$ cat config.mk
export PLATFORM = sky130hd
export DESIGN_NAME = swz_ctx_sched
export DESIGN_NICKNAME = d
export VERILOG_FILES = /design/src/rtl/swz_pkg.sv /design/src/rtl/swz_slot.sv /design/src/rtl/swz_merge.sv /design/src/rtl/swz_route.sv /design/src/rtl/swz_ctx_sched.sv
export SDC_FILE = /design/constraint.sdc
export NUM_CORES = 2
export LEC_CHECK = 0
export CORE_MARGIN = 3
export CORE_UTILIZATION = 30
export DETAILED_ROUTE_END_ITERATION = 10
export PLACE_DENSITY_LB_ADDON = 0.2
export REMOVE_ABC_BUFFERS = 1
export SLEW_MARGIN = 0
export SYNTH_ARGS = -nofsm -noshare
export SYNTH_HDL_FRONTEND = slang
export SYNTH_SLANG_ARGS = --single-unit
$ cat constraint.sdc
create_clock -name clk -period 5.2 [get_ports clk]
set_input_delay 1.04 -clock clk [delete_from_list [all_inputs] [get_ports clk]]
set_output_delay 1.04 -clock clk [all_outputs]
set_load 0.005 [all_outputs]
$ cat src/rtl/swz_pkg.sv
package swz_pkg;
  localparam int NSRC  = 3;
  localparam int PAT_W = 12;

  typedef struct packed {
    logic [NSRC-1:0]  mask;
    logic [PAT_W-1:0] swz_a;
    logic [PAT_W-1:0] swz_b;
  } swz_ctx_t;
endpackage

$ cat src/rtl/swz_slot.sv
module swz_slot
  import swz_pkg::*;
#(
  parameter int SCHED_W  = 17,
  parameter int SREG_LEN = 40,
  parameter int DEPTH_W  = 6,
  parameter int LEN_W    = 5
) (
  input  logic               clk,
  input  logic               rst_n,
  input  logic               wr,
  input  swz_ctx_t           wr_ctx,
  input  logic [SCHED_W-1:0] wr_sched,
  input  logic [LEN_W-1:0]   wr_len,
  input  logic               adv,
  output logic               active,
  output swz_ctx_t           ctx,
  output logic [DEPTH_W-1:0] depth
);
  logic [SREG_LEN-1:0] sreg;
  logic [SREG_LEN-1:0] base_sreg;
  logic [DEPTH_W-1:0]  base_depth;
  logic [SREG_LEN-1:0] ext_sched;

  assign active    = sreg[0];
  assign ext_sched = {{(SREG_LEN-SCHED_W){1'b0}}, wr_sched};

  always_comb begin
    base_sreg  = adv ? (sreg >> 1) : sreg;
    base_depth = (adv && depth != '0) ? depth - 1'b1 : depth;
  end

  always_ff @(posedge clk) begin
    if (!rst_n) begin
      sreg  <= '0;
      depth <= '0;
      ctx   <= '0;
    end else if (wr) begin
      sreg  <= base_sreg | (ext_sched << base_depth);
      depth <= base_depth + DEPTH_W'(wr_len);
      ctx   <= wr_ctx;
    end else begin
      sreg  <= base_sreg;
      depth <= base_depth;
    end
  end
endmodule

$ cat src/rtl/swz_merge.sv
module swz_merge
  import swz_pkg::*;
#(
  parameter int NUM_CTX = 7
) (
  input  logic [NUM_CTX-1:0] active,
  input  swz_ctx_t           ctx_in [NUM_CTX],
  output swz_ctx_t           merged
);
  always_comb begin
    merged = '0;
    for (int i = 0; i < NUM_CTX; i++) begin
      if (active[i]) merged = merged | ctx_in[i];
    end
  end
endmodule

$ cat src/rtl/swz_route.sv
module swz_route
  import swz_pkg::*;
(
  input  logic                  fire,
  input  swz_ctx_t              merged,
  output logic [NSRC-1:0]       en,
  output logic [NSRC*PAT_W-1:0] pat,
  output logic                  err
);
  logic [1:0] used;

  always_comb begin
    en   = '0;
    pat  = '0;
    err  = 1'b0;
    used = 2'd0;
    if (fire) begin
      for (int k = 0; k < NSRC; k++) begin
        if (merged.mask[k]) begin
          if (used == 2'd0) begin
            en[k]                = 1'b1;
            pat[k*PAT_W +: PAT_W] = merged.swz_a;
            used                 = 2'd1;
          end else if (used == 2'd1) begin
            en[k]                = 1'b1;
            pat[k*PAT_W +: PAT_W] = merged.swz_b;
            used                 = 2'd2;
          end else begin
            err = 1'b1;
          end
        end
      end
    end
  end
endmodule

$ cat src/rtl/swz_ctx_sched.sv
module swz_ctx_sched
  import swz_pkg::*;
#(
  parameter int NUM_CTX  = 7,
  parameter int SCHED_W  = 17,
  parameter int SREG_LEN = 40,
  parameter int SLOT_W   = $clog2(NUM_CTX + 1)
) (
  input  logic                  clk,
  input  logic                  rst_n,
  input  logic                  ld_valid,
  output logic                  ld_ready,
  input  logic [SLOT_W-1:0]     ld_slot,
  input  logic [NSRC-1:0]       ld_mask,
  input  logic [PAT_W-1:0]      ld_swz_a,
  input  logic [PAT_W-1:0]      ld_swz_b,
  input  logic [SCHED_W-1:0]    ld_sched,
  input  logic                  iss_valid,
  input  logic                  iss_vec,
  output logic [NSRC-1:0]       src_swz_en,
  output logic [NSRC*PAT_W-1:0] src_swz_pat,
  output logic                  swz_err
);
  localparam int DEPTH_W = $clog2(SREG_LEN + 1);
  localparam int LEN_W   = $clog2(SCHED_W + 1);

  logic               adv;
  logic               accept;
  logic               slot_hit;
  logic [LEN_W-1:0]   ld_len;
  logic [DEPTH_W-1:0] sel_depth;
  logic [NUM_CTX-1:0] active;
  logic [NUM_CTX-1:0] wr;
  logic [DEPTH_W-1:0] depth [NUM_CTX];
  swz_ctx_t           ctx   [NUM_CTX];
  swz_ctx_t           new_ctx;
  swz_ctx_t           merged;

  assign adv     = iss_valid & iss_vec;
  assign new_ctx = '{mask: ld_mask, swz_a: ld_swz_a, swz_b: ld_swz_b};

  always_comb begin
    ld_len = '0;
    for (int k = 0; k < SCHED_W; k++) begin
      if (ld_sched[k]) ld_len = LEN_W'(k + 1);
    end
  end

  always_comb begin
    slot_hit  = 1'b0;
    sel_depth = '0;
    for (int i = 0; i < NUM_CTX; i++) begin
      if (ld_slot == SLOT_W'(i)) begin
        slot_hit  = 1'b1;
        sel_depth = depth[i];
      end
    end
  end

  assign ld_ready = !slot_hit || ((int'(sel_depth) + int'(ld_len)) <= SREG_LEN);
  assign accept   = ld_valid & ld_ready;

  for (genvar i = 0; i < NUM_CTX; i++) begin : g_slot
    assign wr[i] = accept && (ld_slot == SLOT_W'(i));

    swz_slot #(
      .SCHED_W (SCHED_W),
      .SREG_LEN(SREG_LEN),
      .DEPTH_W (DEPTH_W),
      .LEN_W   (LEN_W)
    ) u_slot (
      .clk     (clk),
      .rst_n   (rst_n),
      .wr      (wr[i]),
      .wr_ctx  (new_ctx),
      .wr_sched(ld_sched),
      .wr_len  (ld_len),
      .adv     (adv),
      .active  (active[i]),
      .ctx     (ctx[i]),
      .depth   (depth[i])
    );
  end

  swz_merge #(.NUM_CTX(NUM_CTX)) u_merge (
    .active(active),
    .ctx_in(ctx),
    .merged(merged)
  );

  swz_route u_route (
    .fire  (adv),
    .merged(merged),
    .en    (src_swz_en),
    .pat   (src_swz_pat),
    .err   (swz_err)
  );
endmodule

==> results.sh <==
export IMPL_status="finished clean"
export IMPL_fin_hold_ws_ns=0.454
export IMPL_antenna_found_initial=5
export IMPL_grtUsageTotal_pct=21.5
export IMPL_ir_drop_uv=318
export IMPL_place_congestion=0.926
export IMPL_seqPwrFrac_pct=23.8
export IMPL_grt_pass1_vias=31856
export IMPL_drc=0
export IMPL_clkPwrFrac_pct=25.8
export IMPL_synth_cells=4448
export IMPL_mostFrequentLayoutCells="810 x nand2_1, 533 x nor2_1, 511 x dfxtp_1"
export IMPL_grt_max_degree=197
export IMPL_synth_mux_area_share_pct=11.8
export IMPL_p_total_uw=18600
export IMPL_vias=33957
export IMPL_grt_pass1_wl_um=199000
export IMPL_yosys_area_share_adder_pct=2.58
export IMPL_fin_ws_ns=0.0951
export IMPL_critPathKind="primary input to output pin"
export IMPL_drtIter0Drc=3236
export IMPL_switching_share_pct=44.7
export IMPL_final_nets=4620
export IMPL_critPathCaptureType="output pin"
export IMPL_hold_viol_final=0
export IMPL_skew_ns=0.0351
export IMPL_critical_path_max_stage_delay_ns=0.48
export IMPL_synthArstFlopShare_pct=0
export IMPL_clkSinkCount=511
export IMPL_die_w_um=340
export IMPL_ys_seq_area_share_pct=30.6
export IMPL_critical_path_required_ns=4.16
export IMPL_hp_class="flop to flop"
export IMPL_finalSetupViolCount=0
export IMPL_worstPathCellList="clkdlybuf4s50_1, buf_6, buf_4, nor2_1, o211ai_1, o211ai_1, o21a_1, a221oi_1, buf_4, ha_1, o21ai_2, o32a_1, a211oi_4, o22a_1, buf_2"
export IMPL_cts_tree="built"
export IMPL_synth_edf_count=0
export IMPL_p_int_uw=10300
export IMPL_worst_setup_path_start_kind="primary input"
export IMPL_grt_overflow_total=0
export IMPL_mostFrequentLayoutCell="nand2_1"
export IMPL_power_leakage_uw=0.0152
export IMPL_worst_slew_pin_slew_ns=0.947
export IMPL_synthFlopType="dfxtp_1"
export IMPL_start_util_pct=30.4
export IMPL_clock_latency_ns=0.70
export IMPL_core_area_um2=110000
export IMPL_worstPathArrival_ns=4.06
export IMPL_rsz0062_at_grt="yes"
export IMPL_ctsRootBufferMaster="clkbuf_16"
export IMPL_fmax_ghz=0.196
export IMPL_synth_top_family_by_area="compound AO/OA/AOI/OAI gates"
export IMPL_io_pins=93
export IMPL_cts_inserted_buffers=61
export IMPL_worstPathMaxFanout=7
export IMPL_synthesis_area_um2=33400
export IMPL_synth_warnings=0
export IMPL_hpwl_um=89100
export IMPL_pre_cts_slack_ns=-0.915
export IMPL_die_h_um=340
export IMPL_drive_gt1_share_pct=12.4
export IMPL_max_clock_path_buffers=3
export IMPL_maxCapViolations=0
export IMPL_cpMaxStageDelayCell="clkdlybuf4s50_1"
export IMPL_power_density_nw_per_um2=471
export IMPL_setup_tns_ns=0
export IMPL_p_switching_uw=8300
export IMPL_row_count=121
export IMPL_cts_htree_levels=2
export IMPL_synthToLayoutAreaGrowth_pct=18.1
export IMPL_period_minus_slack_ns=5.10
export IMPL_ys_types=103
export IMPL_syn_avg_cell_area_um2=7.51
export IMPL_crit_family="compound AO/OA/AOI/OAI gates"
export IMPL_max_slew_margin_pct=36.8
export IMPL_power_frac_comb_pct=50.5
export IMPL_ys_seq_elements=511
export IMPL_vias_per_cell=5.63
export IMPL_min_period_over_period_pct=98.2
export IMPL_synth_xor_area_share_pct=0.989
export IMPL_nFillCells=11593
export IMPL_ant_nets=0
export IMPL_slew_viol_final=0
export IMPL_die_area_um2=115000
export IMPL_port_buffers=92
export IMPL_firstDrtPassIters=10
export IMPL_post_drt_wl_per_cell_um=21.6
export IMPL_clk_pin_slew_ns=0.06
export IMPL_finalWirelength_um=130000
export IMPL_yosys_area_share_simple_pct=23.2
export IMPL_ctsHoldBuffers=0
export IMPL_path_buf_inv=5
export IMPL_synth_compound_area_share_pct=25.3
logic make-up (layout without fill, tap and decap cells):
family                     count (synthesis)  after routing
and+or+nand+nor                         1796           1796
AOI/OAI and AO/OA                       1231           1231
DFF                                      511            511
buffers and inverters                    455            562
muxes                                    355            355
adders and majority gates                 64             64
xor gates and xnor gates                  36             36
other                                      0              2
registers in the layout, summed over array words and instances, names as in the netlist:
register             count
g_slot.u_slot.ctx      189
g_slot.u_slot.depth     42
g_slot.u_slot.sreg     280
path summary, 6_finish.rpt:
kind / slack (ns) / startpoint / endpoint / cells after the start
max reg2reg: 0.79 / g_slot[2].u_slot.depth[3] / g_slot[0].u_slot.sreg[21] / 17
max: 0.1 / ld_slot[2] / ld_ready / 15
min: 0.45 / g_slot[5].u_slot.ctx[26] / g_slot[5].u_slot.ctx[26] / 2
min reg2reg: 0.45 / g_slot[5].u_slot.ctx[26] / g_slot[5].u_slot.ctx[26] / 2
metrics by stage:
step | instance area, um2 | utilization [%] | cells
finish | 39500 | 35.9 | 6033
CTS | 39300 | 35.8 | 6025
floorplan | 31900 | - | 4077
global route | 39500 | 35.9 | 6031
detailed placement | 37000 | 33.7 | 5910
global placement | 37000 | 33.7 | 5910
cell type report:
class	instances	area, um2	share of cell area (%)
Clock buffer	87	1770	4.50
Inverter	84	330	0.837
Sequential cell	511	10200	25.9
Tap cell	1476	1850	4.68
Multi-Input combinational cell	3482	21600	54.7
Clock inverter	27	468	1.19
Antenna cell	2	5.00	0.0127
Timing Repair Buffer	364	3220	8.17
layer usage:
metal | vias to the layer above | wire [um] | global-route usage [%]
li1 | 16189 | - | -
met1 | 16506 | 61400 | 30.4
met2 | 1081 | 58800 | 34.4
met3 | 177 | 7440 | 2.81
met4 | 4 | 2770 | 5.21
met5 | - | 34 | 0
cell usage after synthesis, drive strengths merged, types with 8 or more instances:
| library cell | instances | area [um2] |
|---|---|---|
| nand2 | 811 | 3050 |
| nor2 | 542 | 2080 |
| dfxtp | 511 | 10200 |
| a21oi | 364 | 1840 |
| mux2i | 287 | 2930 |
| clkbuf | 276 | 1040 |
| nand3 | 162 | 811 |
| o21ai | 139 | 696 |
| buf | 95 | 487 |
| a31oi | 87 | 544 |
| inv | 80 | 305 |
| a22oi | 77 | 578 |
| nor3 | 72 | 377 |
| a211oi | 60 | 495 |
| ha | 56 | 701 |
| and3 | 47 | 294 |
| a221oi | 45 | 394 |
| mux2 | 45 | 507 |
| o221ai | 43 | 389 |
| o22ai | 40 | 250 |
| a21o | 35 | 270 |
| o21a | 34 | 255 |
| a222oi | 32 | 320 |
| o32ai | 32 | 280 |
| o211ai | 31 | 243 |
| o22a | 29 | 254 |
| xnor2 | 26 | 243 |
| nor2b | 24 | 150 |
| or3 | 24 | 150 |
| and2 | 23 | 144 |
| mux4 | 23 | 518 |
| a221o | 22 | 220 |
| a21boi | 21 | 158 |
| nand4 | 18 | 113 |
| a211o | 17 | 149 |
| nand2b | 17 | 106 |
| o2bb2ai | 16 | 140 |
| a22o | 15 | 131 |
| o31ai | 14 | 110 |
| nor4 | 13 | 87.6 |
| or4 | 10 | 75.1 |
| xor2 | 10 | 87.6 |
| nor4b | 9 | 100 |
| o21bai | 9 | 67.6 |
| fa | 8 | 160 |
worst register-to-register path, cell delays in order (launching register included):
cell and delay (ns):
dfxtp_1 0.52, inv_1 0.23, a221oi_2 0.33, o211ai_1 0.14, o21a_1 0.20, a221oi_1 0.22
buf_4 0.17, ha_1 0.22, o21ai_2 0.11, o32a_1 0.26, a211oi_4 0.28, buf_4 0.24
o221ai_2 0.16, or4_1 0.51, buf_4 0.18, buf_4 0.17, o41a_1 0.30, o21ai_0 0.07
power by group through the flow:
| stage | Clock (uW) | Combinational, uW | Sequential (uW) |
|---|---|---|---|
| floorplan | 0 | 6140 | 4420 |
| global placement | 0 | 9160 | 4490 |
| detailed placement | 0 | 9110 | 4490 |
| CTS | 4900 | 9150 | 4410 |
| global route | 5050 | 10100 | 4450 |
| finish | 4780 | 9370 | 4410 |
timing repair:
action | 4_1_cts | 5_1_grt
buffers inserted | 1 | 5
endpoints found under the hold margin | 0 | 0
gates cloned | 0 | 1
gates resized for setup | 20 | 38
endpoints found under the setup margin | 6 | 7
pin swaps | 9 | 14
No activity file was read; power rests on OpenSTA's default activity.
